===== src/rtl/ext_irq_pkg.sv =====
`timescale 1ns/1ps
package ext_irq_pkg;

  typedef enum logic [1:0] {
    SENSE_LOW  = 2'b00,
    SENSE_ANY  = 2'b01,
    SENSE_FALL = 2'b10,
    SENSE_RISE = 2'b11
  } sense_t;

  localparam logic [1:0] ADDR_CTRL = 2'd0;
  localparam logic [1:0] ADDR_MASK = 2'd1;
  localparam logic [1:0] ADDR_FLAG = 2'd2;

  // Event from two consecutive samples; low-level mode never latches.
  function automatic logic sense_event(sense_t mode, logic cur, logic prev);
    logic ev;
    case (mode)
      SENSE_ANY:  ev = cur ^ prev;
      SENSE_FALL: ev = prev & ~cur;
      SENSE_RISE: ev = cur & ~prev;
      default:    ev = 1'b0;
    endcase
    return ev;
  endfunction

  function automatic logic is_latching(sense_t mode);
    return mode != SENSE_LOW;
  endfunction

endpackage


===== src/rtl/eis_pin_sync.sv =====
`timescale 1ns/1ps
module eis_pin_sync #(
  parameter int   STAGES  = 2,
  parameter logic RST_VAL = 1'b1
) (
  input  logic clk,
  input  logic rst_n,
  input  logic pin_i,
  output logic sample_o,
  output logic prev_o
);
  logic [STAGES-1:0] chain_q;
  logic              prev_q;

  generate
    if (STAGES == 1) begin : g_single
      always_ff @(posedge clk or negedge rst_n) begin
        if (!rst_n) chain_q <= RST_VAL;
        else        chain_q <= pin_i;
      end
    end else begin : g_chain
      always_ff @(posedge clk or negedge rst_n) begin
        if (!rst_n) chain_q <= {STAGES{RST_VAL}};
        else        chain_q <= {chain_q[STAGES-2:0], pin_i};
      end
    end
  endgenerate

  always_ff @(posedge clk or negedge rst_n) begin
    if (!rst_n) prev_q <= RST_VAL;
    else        prev_q <= chain_q[STAGES-1];
  end

  assign sample_o = chain_q[STAGES-1];
  assign prev_o   = prev_q;
endmodule


===== src/rtl/eis_sense_detect.sv =====
`timescale 1ns/1ps
module eis_sense_detect
  import ext_irq_pkg::*;
(
  input  sense_t mode_i,
  input  logic   cur_i,
  input  logic   prev_i,
  output logic   edge_evt_o,
  output logic   edge_mode_o,
  output logic   level_o
);
  always_comb begin
    edge_evt_o  = sense_event(mode_i, cur_i, prev_i);
    edge_mode_o = is_latching(mode_i);
    level_o     = ~cur_i;
  end
endmodule


===== src/rtl/eis_flag_bank.sv =====
`timescale 1ns/1ps
module eis_flag_bank #(
  parameter int NUM_PINS = 4
) (
  input  logic                clk,
  input  logic                rst_n,
  input  logic [NUM_PINS-1:0] edge_evt_i,
  input  logic [NUM_PINS-1:0] edge_mode_i,
  input  logic [NUM_PINS-1:0] clr_i,
  output logic [NUM_PINS-1:0] flag_q
);
  genvar i;
  generate
    for (i = 0; i < NUM_PINS; i++) begin : g_flag
      logic nxt;
      // set dominates clear; level mode keeps the latch empty
      always_comb begin
        if (!edge_mode_i[i])   nxt = 1'b0;
        else if (edge_evt_i[i]) nxt = 1'b1;
        else if (clr_i[i])      nxt = 1'b0;
        else                    nxt = flag_q[i];
      end
      always_ff @(posedge clk or negedge rst_n) begin
        if (!rst_n) flag_q[i] <= 1'b0;
        else        flag_q[i] <= nxt;
      end
    end
  endgenerate
endmodule


===== src/rtl/eis_regfile.sv =====
`timescale 1ns/1ps
module eis_regfile
  import ext_irq_pkg::*;
#(
  parameter int NUM_PINS = 4,
  parameter int DATA_W   = 8,
  parameter int ADDR_W   = 2,
  localparam int CTRL_W  = 2 * NUM_PINS
) (
  input  logic                clk,
  input  logic                rst_n,
  input  logic                wr_en_i,
  input  logic [ADDR_W-1:0]   addr_i,
  input  logic [DATA_W-1:0]   wdata_i,
  input  logic [NUM_PINS-1:0] flag_view_i,
  output logic [CTRL_W-1:0]   ctrl_q,
  output logic [NUM_PINS-1:0] mask_q,
  output logic [NUM_PINS-1:0] flag_clr_o,
  output logic [DATA_W-1:0]   rdata_o
);
  logic hit_ctrl, hit_mask, hit_flag;

  always_comb begin
    hit_ctrl = wr_en_i && (addr_i == ADDR_W'(ADDR_CTRL));
    hit_mask = wr_en_i && (addr_i == ADDR_W'(ADDR_MASK));
    hit_flag = wr_en_i && (addr_i == ADDR_W'(ADDR_FLAG));
    flag_clr_o = hit_flag ? wdata_i[NUM_PINS-1:0] : '0;
  end

  always_ff @(posedge clk or negedge rst_n) begin
    if (!rst_n) begin
      ctrl_q <= '0;
      mask_q <= '0;
    end else begin
      if (hit_ctrl) ctrl_q <= wdata_i[CTRL_W-1:0];
      if (hit_mask) mask_q <= wdata_i[NUM_PINS-1:0];
    end
  end

  always_comb begin
    rdata_o = '0;
    if (addr_i == ADDR_W'(ADDR_CTRL))      rdata_o = DATA_W'(ctrl_q);
    else if (addr_i == ADDR_W'(ADDR_MASK)) rdata_o = DATA_W'(mask_q);
    else if (addr_i == ADDR_W'(ADDR_FLAG)) rdata_o = DATA_W'(flag_view_i);
  end
endmodule


===== src/rtl/ext_irq_sense.sv =====
`timescale 1ns/1ps
module ext_irq_sense
  import ext_irq_pkg::*;
#(
  parameter int NUM_PINS    = 4,
  parameter int SYNC_STAGES = 2,
  parameter int DATA_W      = 8,
  parameter int ADDR_W      = 2
) (
  input  logic                clk,
  input  logic                rst_n,
  input  logic [NUM_PINS-1:0] irq_pin_i,
  input  logic                global_en_i,
  input  logic [NUM_PINS-1:0] ack_i,
  input  logic                reg_wr_en,
  input  logic [ADDR_W-1:0]   reg_addr,
  input  logic [DATA_W-1:0]   reg_wdata,
  output logic [DATA_W-1:0]   reg_rdata,
  output logic [NUM_PINS-1:0] req_o,
  output logic                irq_o
);
  localparam int CTRL_W = 2 * NUM_PINS;

  logic [CTRL_W-1:0]   ctrl_q;
  logic [NUM_PINS-1:0] mask_q;
  logic [NUM_PINS-1:0] sample_w, prev_w;
  logic [NUM_PINS-1:0] edge_evt_w, edge_mode_w, level_w;
  logic [NUM_PINS-1:0] wr_clr_w, clr_w, flag_q, flag_view_w;

  eis_regfile #(.NUM_PINS(NUM_PINS), .DATA_W(DATA_W), .ADDR_W(ADDR_W)) u_regs (
    .clk(clk), .rst_n(rst_n), .wr_en_i(reg_wr_en), .addr_i(reg_addr),
    .wdata_i(reg_wdata), .flag_view_i(flag_view_w), .ctrl_q(ctrl_q),
    .mask_q(mask_q), .flag_clr_o(wr_clr_w), .rdata_o(reg_rdata)
  );

  genvar i;
  generate
    for (i = 0; i < NUM_PINS; i++) begin : g_pin
      sense_t mode_w;
      assign mode_w = sense_t'(ctrl_q[2*i +: 2]);

      eis_pin_sync #(.STAGES(SYNC_STAGES), .RST_VAL(1'b1)) u_sync (
        .clk(clk), .rst_n(rst_n), .pin_i(irq_pin_i[i]),
        .sample_o(sample_w[i]), .prev_o(prev_w[i])
      );

      eis_sense_detect u_det (
        .mode_i(mode_w), .cur_i(sample_w[i]), .prev_i(prev_w[i]),
        .edge_evt_o(edge_evt_w[i]), .edge_mode_o(edge_mode_w[i]),
        .level_o(level_w[i])
      );

      assign flag_view_w[i] = edge_mode_w[i] ? flag_q[i] : level_w[i];
    end
  endgenerate

  assign clr_w = wr_clr_w | ack_i;

  eis_flag_bank #(.NUM_PINS(NUM_PINS)) u_flags (
    .clk(clk), .rst_n(rst_n), .edge_evt_i(edge_evt_w),
    .edge_mode_i(edge_mode_w), .clr_i(clr_w), .flag_q(flag_q)
  );

  assign req_o = flag_view_w & mask_q & {NUM_PINS{global_en_i}};
  assign irq_o = |req_o;
endmodule


===== config.mk =====
export PLATFORM = sky130hd
export DESIGN_NAME = ext_irq_sense
export DESIGN_NICKNAME = d
export VERILOG_FILES = /design/src/rtl/ext_irq_pkg.sv /design/src/rtl/eis_pin_sync.sv /design/src/rtl/eis_sense_detect.sv /design/src/rtl/eis_flag_bank.sv /design/src/rtl/eis_regfile.sv /design/src/rtl/ext_irq_sense.sv
export SDC_FILE = /design/constraint.sdc
export NUM_CORES = 1
export LEC_CHECK = 0
export BUFFER_PORTS_ARGS = -buffer_cell sky130_fd_sc_hd__buf_4
export CORE_MARGIN = 3
export CORE_UTILIZATION = 57
export DETAILED_ROUTE_END_ITERATION = 10
export PLACE_DENSITY_LB_ADDON = 0.05
export SETUP_SLACK_MARGIN = 0.3
export SLEW_MARGIN = 20
export SYNTH_ARGS = -nofsm -noshare
export SYNTH_HDL_FRONTEND = slang
export SYNTH_HIERARCHICAL = 1
export SYNTH_SLANG_ARGS = --single-unit

===== constraint.sdc =====
create_clock -name clk -period 6.8 [get_ports clk]
set_clock_uncertainty 0.15 [all_clocks]
set_input_delay 1.36 -clock clk [delete_from_list [all_inputs] [get_ports clk]]
set_output_delay 1.36 -clock clk [all_outputs]
set_load 0.05 [all_outputs]

==> flow_metrics.py, run 1 <==
metrics = {
    "run_status": {
        "status": "finished clean",
    },
    "synthesis": {
        "synth.area.top_cells": "dfrtp_1 (27%), dfstp_2 (21%), mux2_2 (9.0%), ha_1 (6.6%), nor2b_4 (3.7%)",
        "yosys.area.top_type": "dfrtp_1",
        "synth-compound-area-share_pct": 6.98,
        "synth_nets": 149,
        "synthXorXnorAreaFrac_pct": 0,
        "synth_top_area_share_pct": 26.6,
        "synth.avg_cell_area_sq_um": 12.7,
        "yosysWarnings": 6,
        "synth.distinct_cells": 24,
        "muxShareOfSynthArea_pct": 15.4,
        "synthesis.area_sq_um": 1510,
        "synthArstFlopShare_pct": 100,
        "synth_commonest_cells": "dfrtp_1 (16), dfstp_2 (12), mux2_2 (12)",
        "synthAdderAreaFrac_pct": 6.64,
        "synthCells": 119,
        "synth_top_family_by_area": "simple AND/OR/NAND/NOR gates",
        "ys_ff_latch": 28,
        "ys_seq_area_share_pct": 47.5,
        "synth_most_common_cell": "dfrtp_1",
        "synth-edff-count": 0,
        "synthFlopType": "dfrtp_1",
        "yosys.area_share.simple_pct": 20.5,
    },
    "finish": {
        "regArea_sq_um": 716,
        "syn_to_final_growth_pct": 19.9,
        "nets": 186,
        "drive_gt1_share_pct": 50.6,
        "multiInputGateArea_sq_um": 746,
        "diodes": 0,
        "postLayoutCoreUtil_pct": 72.3,
        "final_area_sq_um": 1810,
        "nFillCells": 179,
    },
    "global_route": {
        "track_usage_pct": 17.6,
        "grt_pass1_vias": 968,
        "grt_pass1_wl_mm": 4.43,
        "grt-ovfl-total": 0,
        "antenna_found_initial": 0,
        "grt_max_degree": 29,
    },
    "sta": {
        "worst_slack_ns": 2.93,
        "worst_pin_slew_ns": 0.505,
        "fin_crit_ns": 3.87,
        "finalSetupViolCount": 0,
        "rsz0062_at_grt": "no",
        "tns_ns": 0,
        "hold_violations": 0,
        "finalCritPeriodShare_pct": 56.9,
        "fmax_ghz": 0.258,
        "slew_viol_final": 0,
        "relSlewSlack_pct": 66.2,
    },
    "routing": {
        "wl_per_cell_um": 15.2,
        "viasPerCell": 5.48,
        "drt-total-wl_mm": 2.80,
        "ant_nets": 0,
        "drt_iter0_markers": 32,
        "vias": 1008,
        "dr.pass1.iters": 4,
        "drc": 0,
    },
    "worst_setup_path": {
        "critical_path_arrival_ns": 2.36,
        "reg2reg_from": "g_pin[0].u_sync/prev_o",
        "critical_path_class": "in2out",
        "crit_fanout": 8,
        "reg2reg_slack_ns": 5.14,
        "r2r-end": "u_flags/flag_q[0]",
        "start_kind": "input pin",
        "cp-end-kind": "output pin",
        "crit_required_ns": 5.29,
        "crit_start": "reg_addr[1]",
        "rr_worst_depth": 5,
    },
    "power": {
        "power_density_nw_per_um2": 242,
        "irDropWorstVdd_v": 0.000169,
        "clkPwrFrac_pct": 14.6,
        "comb_power_share_pct": 36.7,
        "seq_power_share_pct": 48.7,
        "netSwitchingPower_mw": 0.145,
        "internal_power_mw": 0.293,
        "power.leakage_nw": 0.885,
        "switching_share_pct": 33.1,
    },
    "cts": {
        "root_buffer": "clkbuf_4",
        "post-cts-setup-buffers": 0,
        "cts_tree": "done",
        "cts_buffers": 3,
        "hold_buffers": 0,
        "clk_pin_slew_ns": 0.13,
        "clock_path_buffers": 2,
        "clkSinkCount": 28,
        "clock_latency_ns": 0.31,
        "cts_resized": 0,
        "htree_levels": 1,
    },
    "flow_run": {
        "cap_violations": 0,
    },
    "place": {
        "placed_cell_area_sq_um": 1780,
        "post-place-ws_ns": 2.93,
        "hpwl_mm": 2.23,
        "gp_congestion": 0.787,
        "port_buffers": 34,
    },
    "min_path": {
        "holdPathStages": 0,
        "hold_end": "g_pin[1].u_sync/chain_q[1]",
        "hp-start": "g_pin[1].u_sync/chain_q[0]",
        "min_path_type": "reg2reg",
    },
    "floorplan": {
        "start_util_pct": 60.3,
        "io_pins": 35,
        "die_h_um": 57.4,
        "core.rowCount": 18,
        "die_area_sq_um": 3300,
        "die_w_um": 57.4,
        "core_area_sq_um": 2500,
    },
}
==> how the worst max path moves through the flow <==
stage / end
2_1_floorplan: irq_o
3_3_place_gp: irq_o
3_5_place_dp: irq_o
4_1_cts: irq_o
5_1_grt: reg_rdata[1]
6_report: reg_rdata[3]
==> cell usage in the layout, fill, tap and decap left out, drive strengths merged <==
cell type,n
a32o,4
and2,4
and3,8
buf,34
clkbuf,3
dfrtp,16
dfstp,12
ha,8
inv,8
mux2,16
mux2i,4
nand2b,4
nand3b,1
nor2,1
nor2b,9
nor3b,1
o21a,4
o2bb2ai,4
or2,8
or2b,4
or4,1
==> power groups by stage <==
stage          combinational [mW]  sequential (mW)  clock [mW]
4_1_cts                     0.162            0.213      0.0682
3_5_place_dp                0.161            0.217           0
2_1_floorplan               0.120            0.210           0
5_1_grt                     0.170            0.218      0.0752
6_report                    0.161            0.213      0.0641
3_3_place_gp                0.157            0.214           0
==> cell families after synthesis <==
logic type,after synthesis
buffers and inverters,10
AND/OR/NAND/NOR,41
flip-flops,28
adder cells (fa/ha/maj),8
multiplexers,20
AO/OA/AOI/OAI,12
==> final cells by class <==
cell class              instances  share of cell area [%]
multi-input cells              81                    41.3
well taps                      30                    2.08
inverters                       8                    1.66
flip-flops and latches         28                    39.6
repair buffers                 34                    14.1
clock buffers                   3                    1.25
==> per-stage QoR <==
stage	hold slack, ns	std cells	power (mW)
final	0.216	184	0.438
after global routing	0.224	184	0.463
after CTS	0.217	184	0.443
after detailed placement	0.198	181	0.378
after global placement	0.195	181	0.371
after floorplan	0.195	119	0.330
==> flip-flops by register name, summed over array words and instances (netlist names) <==
| name | count |
|---|---|
| g_pin.u_sync/chain_q | 8 |
| g_pin.u_sync/prev_o | 4 |
| u_regs/ctrl_q | 8 |
| u_flags/flag_q | 4 |
| u_regs/mask_q | 4 |
==> worst max-delay path, stage by stage <==
cell       delay (ns)
buf_4            0.13
nor2b_1          0.45
o2bb2ai_1        0.19
buf_4            0.23
==> per-layer routing <==
metal / global-route usage [%] / up-vias / share of wire (%)
li1: - / 483 / -
met1: 21.9 / 493 / 42
met2: 31.3 / 30 / 51
met3: 2.26 / 2 / 6.2
met4: 5.96 / 0 / 0.50
met5: 0 / - / 0
No activity file was read; power rests on OpenSTA's default activity.
==> run 2, diff against run 1 <==
--- a/config.mk
+++ b/config.mk
@@ -7,7 +7,7 @@
 export LEC_CHECK = 0
 export BUFFER_PORTS_ARGS = -buffer_cell sky130_fd_sc_hd__buf_4
 export CORE_MARGIN = 3
-export CORE_UTILIZATION = 57
+export CORE_UTILIZATION = 48
 export DETAILED_ROUTE_END_ITERATION = 10
 export PLACE_DENSITY_LB_ADDON = 0.05
 export SETUP_SLACK_MARGIN = 0.3
==> constraint.sdc (replaced) <==
create_clock -name clk -period 3.45 [get_ports clk]
set_clock_uncertainty 0.15 [all_clocks]
set_input_delay 0.69 -clock clk [delete_from_list [all_inputs] [get_ports clk]]
set_output_delay 0.69 -clock clk [all_outputs]
set_load 0.05 [all_outputs]
==> flow_metrics.py, run 2 (same netlist as run 1, synthesis figures left out) <==
metrics = {
    "floorplan": {
        "die_h_um": 62.0,
        "core.rowCount": 19,
        "die_w_um": 62.0,
        "start_util_pct": 52.4,
        "die_area_sq_um": 3850,
        "io_pins": 35,
        "core_area_sq_um": 2880,
    },
    "global_route": {
        "antenna_found_initial": 0,
        "grt_pass1_vias": 950,
        "grt_max_degree": 29,
        "grt_pass1_wl_mm": 4.44,
        "track_usage_pct": 16.1,
        "grt-ovfl-total": 0,
    },
    "sta": {
        "fmax_ghz": 0.326,
        "finalSetupViolCount": 0,
        "finalCritPeriodShare_pct": 89.0,
        "hold_violations": 0,
        "worst_pin_slew_ns": 0.564,
        "fin_crit_ns": 3.07,
        "tns_ns": 0,
        "slew_viol_final": 0,
        "relSlewSlack_pct": 62.3,
        "rsz0062_at_grt": "no",
    },
    "finish": {
        "nets": 195,
        "multiInputGateArea_sq_um": 749,
        "drive_gt1_share_pct": 55.5,
        "final_area_sq_um": 1910,
        "reg.largest.list": "g_pin.u_sync/chain_q x8, u_regs/ctrl_q x8",
        "nFillCells": 235,
        "syn_to_final_growth_pct": 26.9,
        "regArea_sq_um": 717,
        "final_common_cell": "buf_4",
        "diodes": 0,
        "final_cell_mix": "buf_4 (42), dfrtp_1 (15), mux2_2 (13)",
    },
    "run_status": {
        "status": "finished clean",
    },
    "cts": {
        "clkSinkCount": 28,
        "root_buffer": "clkbuf_4",
        "clock_latency_ns": 0.32,
        "cts_tree": "done",
        "clk_pin_slew_ns": 0.15,
        "clock_path_buffers": 2,
        "hold_buffers": 0,
        "cts_buffers": 3,
        "htree_levels": 1,
    },
    "worst_setup_path": {
        "crit_fanout": 2,
        "reg2reg_slack_ns": 1.80,
        "rr_worst_depth": 5,
        "slowest_stage": "or4_4",
        "reg2reg_from": "g_pin[2].u_sync/prev_o",
        "crit_end": "irq_o",
        "critical_path_class": "reg2out",
        "cp-end-kind": "output pin",
        "crit_start": "u_regs/ctrl_q[4]",
        "critical_path.max_stage_delay_ns": 0.53,
        "critical_path_arrival_ns": 2.23,
        "start_kind": "flip-flop",
        "crit_required_ns": 2.61,
        "r2r-end": "u_flags/flag_q[2]",
        "path_cells": "or2_2 -> mux2_4 -> and3_4 -> or4_4 -> buf_6",
    },
    "routing": {
        "vias": 1018,
        "wl_per_cell_um": 13.9,
        "drt_iter0_markers": 31,
        "drt-total-wl_mm": 2.86,
        "viasPerCell": 4.94,
        "ant_nets": 0,
        "drc": 0,
        "dr.pass1.iters": 4,
    },
    "flow_run": {
        "cap_violations": 0,
    },
    "place": {
        "gp_congestion": 0.788,
        "hpwl_mm": 2.15,
        "port_buffers": 34,
        "placed_cell_area_sq_um": 1800,
    },
    "min_path": {
        "min_path_type": "in2async",
    },
    "power": {
        "power_density_nw_per_um2": 489,
        "power.leakage_nw": 0.935,
        "irDropWorstVdd_v": 0.000327,
    },
}
==> run 2: power breakdown <==
| part | total [mW] | internal [mW] | leakage, nW | switching [mW] |
|---|---|---|---|---|
| Clock | 0.160 | 0.0646 | 0.0210 | 0.0952 |
| Sequential | 0.411 | 0.381 | 0.319 | 0.0301 |
| Combinational | 0.364 | 0.187 | 0.595 | 0.177 |
| Total | 0.935 | 0.632 | 0.935 | 0.303 |
==> run 2: area by class of cell <==
class                      count  area share (%)
inverter                       8            1.57
clock buffer                   4            1.90
multi-input combinational     81            39.2
timing repair buffer          43            17.1
sequential                    28            37.5
tap                           42            2.75
==> run 2: worst max-delay path: cells and delay by family (launching register included) <==
kind                   cells  cell delay (ns)
buffers and inverters      1             0.17
multiplexers               1             0.31
AND/OR/NAND/NOR            3             1.03
flip-flops                 1             0.40
==> run 2: timing repair <==
| action | 4_1_cts | 5_1_grt |
|---|---|---|
| cloned | 0 | 0 |
| setup buffers | 6 | 3 |
| gates resized for setup | 0 | 4 |
| endpoints found under the setup margin | 1 | 1 |
==> run 2: layer usage <==
| layer | GRT usage [%] | vias to the layer above | routed length (um) |
|---|---|---|---|
| li1 | - | 505 | - |
| met1 | 21.2 | 493 | 1320 |
| met2 | 27.2 | 18 | 1400 |
| met3 | 2.48 | 2 | 114 |
| met4 | 4.55 | 0 | 25 |
| met5 | 0 | - | 0 |
==> run 2: worst min-delay path by stage <==
stage | startpoint | end | depth (start not counted)
2_1_floorplan | g_pin[0].u_sync/chain_q[0] | g_pin[0].u_sync/chain_q[1] | 0
3_3_place_gp | g_pin[1].u_sync/chain_q[0] | g_pin[1].u_sync/chain_q[1] | 0
3_5_place_dp | g_pin[3].u_sync/chain_q[0] | g_pin[3].u_sync/chain_q[1] | 0
4_1_cts | rst_n | u_flags/flag_q[1] | 1
5_1_grt | rst_n | u_flags/flag_q[1] | 1
6_report | rst_n | u_flags/flag_q[1] | 1
==> run 2: stage by stage <==
stage	utilization [%]	power, mW	std cells	setup WS, ns	hold WS, ns
2_1_floorplan	-	0.650	119	0.435	0.195
3_3_place_gp	62.5	0.734	193	0.673	0.196
3_5_place_dp	62.5	0.745	193	0.639	0.200
4_1_cts	65.4	0.927	203	0.309	0.102
5_1_grt	66.5	0.990	206	0.307	0.0931
6_report	66.5	0.935	206	0.381	0.0948
==> run 3, diff against run 2 <==
--- a/config.mk
+++ b/config.mk
@@ -5,6 +5,7 @@
 export SDC_FILE = /design/constraint.sdc
 export NUM_CORES = 1
 export LEC_CHECK = 0
+export ABC_AREA = 1
 export BUFFER_PORTS_ARGS = -buffer_cell sky130_fd_sc_hd__buf_4
 export CORE_MARGIN = 3
 export CORE_UTILIZATION = 48
==> flow_metrics.py, run 3 <==
metrics = {
    "sta": {
        "tns_ns": 0,
        "fmax_ghz": 0.412,
        "fin_crit_ns": 2.43,
        "rsz0062_at_grt": "no",
        "worst_pin_slew_ns": 0.349,
        "relSlewSlack_pct": 76.7,
        "hold_violations": 0,
        "slew_viol_final": 0,
        "finalCritPeriodShare_pct": 70.4,
        "finalSetupViolCount": 0,
    },
    "worst_setup_path": {
        "cp-end-kind": "output pin",
        "crit_fanout": 14,
        "critical_path_class": "in2out",
        "cpMostUsedCell": "buf_4",
        "crit_required_ns": 2.61,
        "path_cells": "buf_4 -> nor2_4 -> inv_1 -> nor2_1 -> buf_4",
        "critical_path_arrival_ns": 1.59,
        "start_kind": "input pin",
        "critical_path.max_stage_delay_ns": 0.30,
        "slowest_stage": "nor2_4",
    },
    "cts": {
        "root_buffer": "clkbuf_4",
        "clock_latency_ns": 0.31,
        "cts_tree": "done",
        "post-cts-setup-buffers": 0,
        "clk_pin_slew_ns": 0.14,
        "hold_buffers": 0,
        "clkSinkCount": 28,
        "cts_resized": 0,
        "clock_path_buffers": 2,
        "htree_levels": 1,
        "cts_buffers": 3,
    },
    "synthesis": {
        "synth_most_common_cell": "inv_1",
        "yosysWarnings": 6,
        "ys_ff_latch": 28,
        "synth_commonest_cells": "inv_1 (54), nand2_1 (48), nand3_1 (37)",
        "synth_nets": 245,
        "synth.avg_cell_area_sq_um": 7.58,
        "synth_top_area_share_pct": 24.6,
        "yosys.area.top_type": "dfrtp_1",
        "synthFlopType": "dfrtp_1",
        "synth.area.top_cells": "dfrtp_1 (25%), dfstp_2 (19%), inv_1 (12%), nand3_1 (11%), nand2_1 (11%)",
        "synthCells": 215,
        "synth.distinct_cells": 18,
        "ys_seq_area_share_pct": 43.9,
        "synthArstFlopShare_pct": 100,
        "synthesis.area_sq_um": 1630,
        "synth-edff-count": 0,
    },
    "global_route": {
        "track_usage_pct": 16.6,
        "grt-ovfl-total": 0,
        "grt_max_degree": 29,
        "grt_pass1_wl_mm": 5.43,
        "antenna_found_initial": 0,
        "grt_pass1_vias": 1273,
    },
    "routing": {
        "viasPerCell": 4.71,
        "wl_met3_um": 213,
        "wl_per_cell_um": 10.7,
        "met2_length_mm": 1.39,
        "drc": 0,
        "highest_layer": "met4",
        "drt-total-wl_mm": 3.13,
        "ant_nets": 0,
        "dr.pass1.iters": 4,
        "drt_iter0_markers": 41,
        "met1_length_mm": 1.50,
        "vias": 1379,
    },
    "power": {
        "netSwitchingPower_mw": 0.289,
        "seq_power_share_pct": 51.3,
        "comb_power_share_pct": 32.1,
        "internal_power_mw": 0.500,
        "power.leakage_nw": 1.15,
        "irDropWorstVdd_v": 0.000220,
        "power_density_nw_per_um2": 407,
        "switching_share_pct": 36.6,
        "clkPwrFrac_pct": 16.6,
    },
    "finish": {
        "diodes": 0,
        "drive_gt1_share_pct": 28.9,
        "nets": 281,
        "reg.largest.list": "g_pin.u_sync/chain_q x8, u_regs/ctrl_q x8",
        "regArea_sq_um": 716,
        "nFillCells": 317,
        "postLayoutCoreUtil_pct": 61.5,
        "final_common_cell": "inv_1",
        "multiInputGateArea_sq_um": 677,
        "final_cell_mix": "inv_1 (54), nand2_1 (48), nand3_1 (37)",
        "syn_to_final_growth_pct": 19.0,
    },
    "floorplan": {
        "start_util_pct": 51.7,
        "die_area_sq_um": 4130,
        "core_area_sq_um": 3150,
        "die_h_um": 64.3,
        "io_pins": 35,
        "core.rowCount": 20,
        "die_w_um": 64.3,
    },
    "flow_run": {
        "cap_violations": 0,
    },
    "min_path": {
        "min_path_type": "in2async",
    },
    "place": {
        "port_buffers": 34,
        "hpwl_mm": 2.37,
        "gp_congestion": 0.828,
    },
    "run_status": {
        "status": "finished clean",
    },
}
## run 3: path summary, 6_finish.rpt
path | start | end | slack [ns] | cells after the start
hold / removal | rst_n | u_regs/ctrl_q[7] | 0.11 | 1
setup reg to reg | g_pin[2].u_sync/chain_q[1] | u_flags/flag_q[2] | 1.96 | 7
setup / recovery | reg_addr[1] | reg_rdata[5] | 1.02 | 5
hold reg to reg | g_pin[3].u_sync/chain_q[0] | g_pin[3].u_sync/chain_q[1] | 0.22 | 0
max in group asynchronous | rst_n | g_pin[2].u_sync/chain_q[0] | 2.74 | 1
min in group clk | g_pin[3].u_sync/chain_q[0] | g_pin[3].u_sync/chain_q[1] | 0.22 | 0
## run 3: worst max-delay path, delay by kind of cell
| family | cells | cell delay [ns] |
|---|---|---|
| buffers and inverters | 3 | 0.48 |
| AND/OR/NAND/NOR | 2 | 0.41 |
## run 3: metal layers
layer	global-route usage, %	up-vias
li1	-	714
met1	22.5	629
met2	26.9	34
met3	2.99	2
met4	4.75	0
met5	0	-
## run 3: through the flow
step                      setup WS [ns]  instance area [sq um]  std cells  power (mW)  hold slack (ns)
after floorplan                    1.04                   1630        215       0.584            0.195
after global placement             1.03                   1920        290       0.664            0.196
after detailed placement           1.02                   1920        290       0.667            0.198
after CTS                          1.02                   1940        293       0.800            0.111
after global routing              0.914                   1940        293       0.851            0.105
final                              1.02                   1940        293       0.790            0.112
## run 3: layout make-up
cell class | instances | area share [%]
Sequential cell | 28 | 36.9
Multi-Input combinational cell | 127 | 34.9
Inverter | 57 | 11.0
Clock buffer | 3 | 1.16
Tap cell | 44 | 2.84
Timing Repair Buffer | 34 | 13.2
## run 3: kinds of logic (layout without fill, tap and decap cells)
group           Yosys count  count (layout)  share of synthesized area [%]
compound gates            4               4                           2.15
fa+ha+maj                 8               8                           6.14
buf+inv                  60              94                           14.6
flops                    28              28                           43.9
simple gates            115             115                           33.2
## run 3: power by group through the flow
stage | Clock (mW) | Combinational (mW) | Sequential, mW
final | 0.131 | 0.254 | 0.405
after global routing | 0.154 | 0.285 | 0.412
after CTS | 0.138 | 0.256 | 0.406
after detailed placement | 0 | 0.255 | 0.412
after global placement | 0 | 0.253 | 0.411
after floorplan | 0 | 0.182 | 0.402
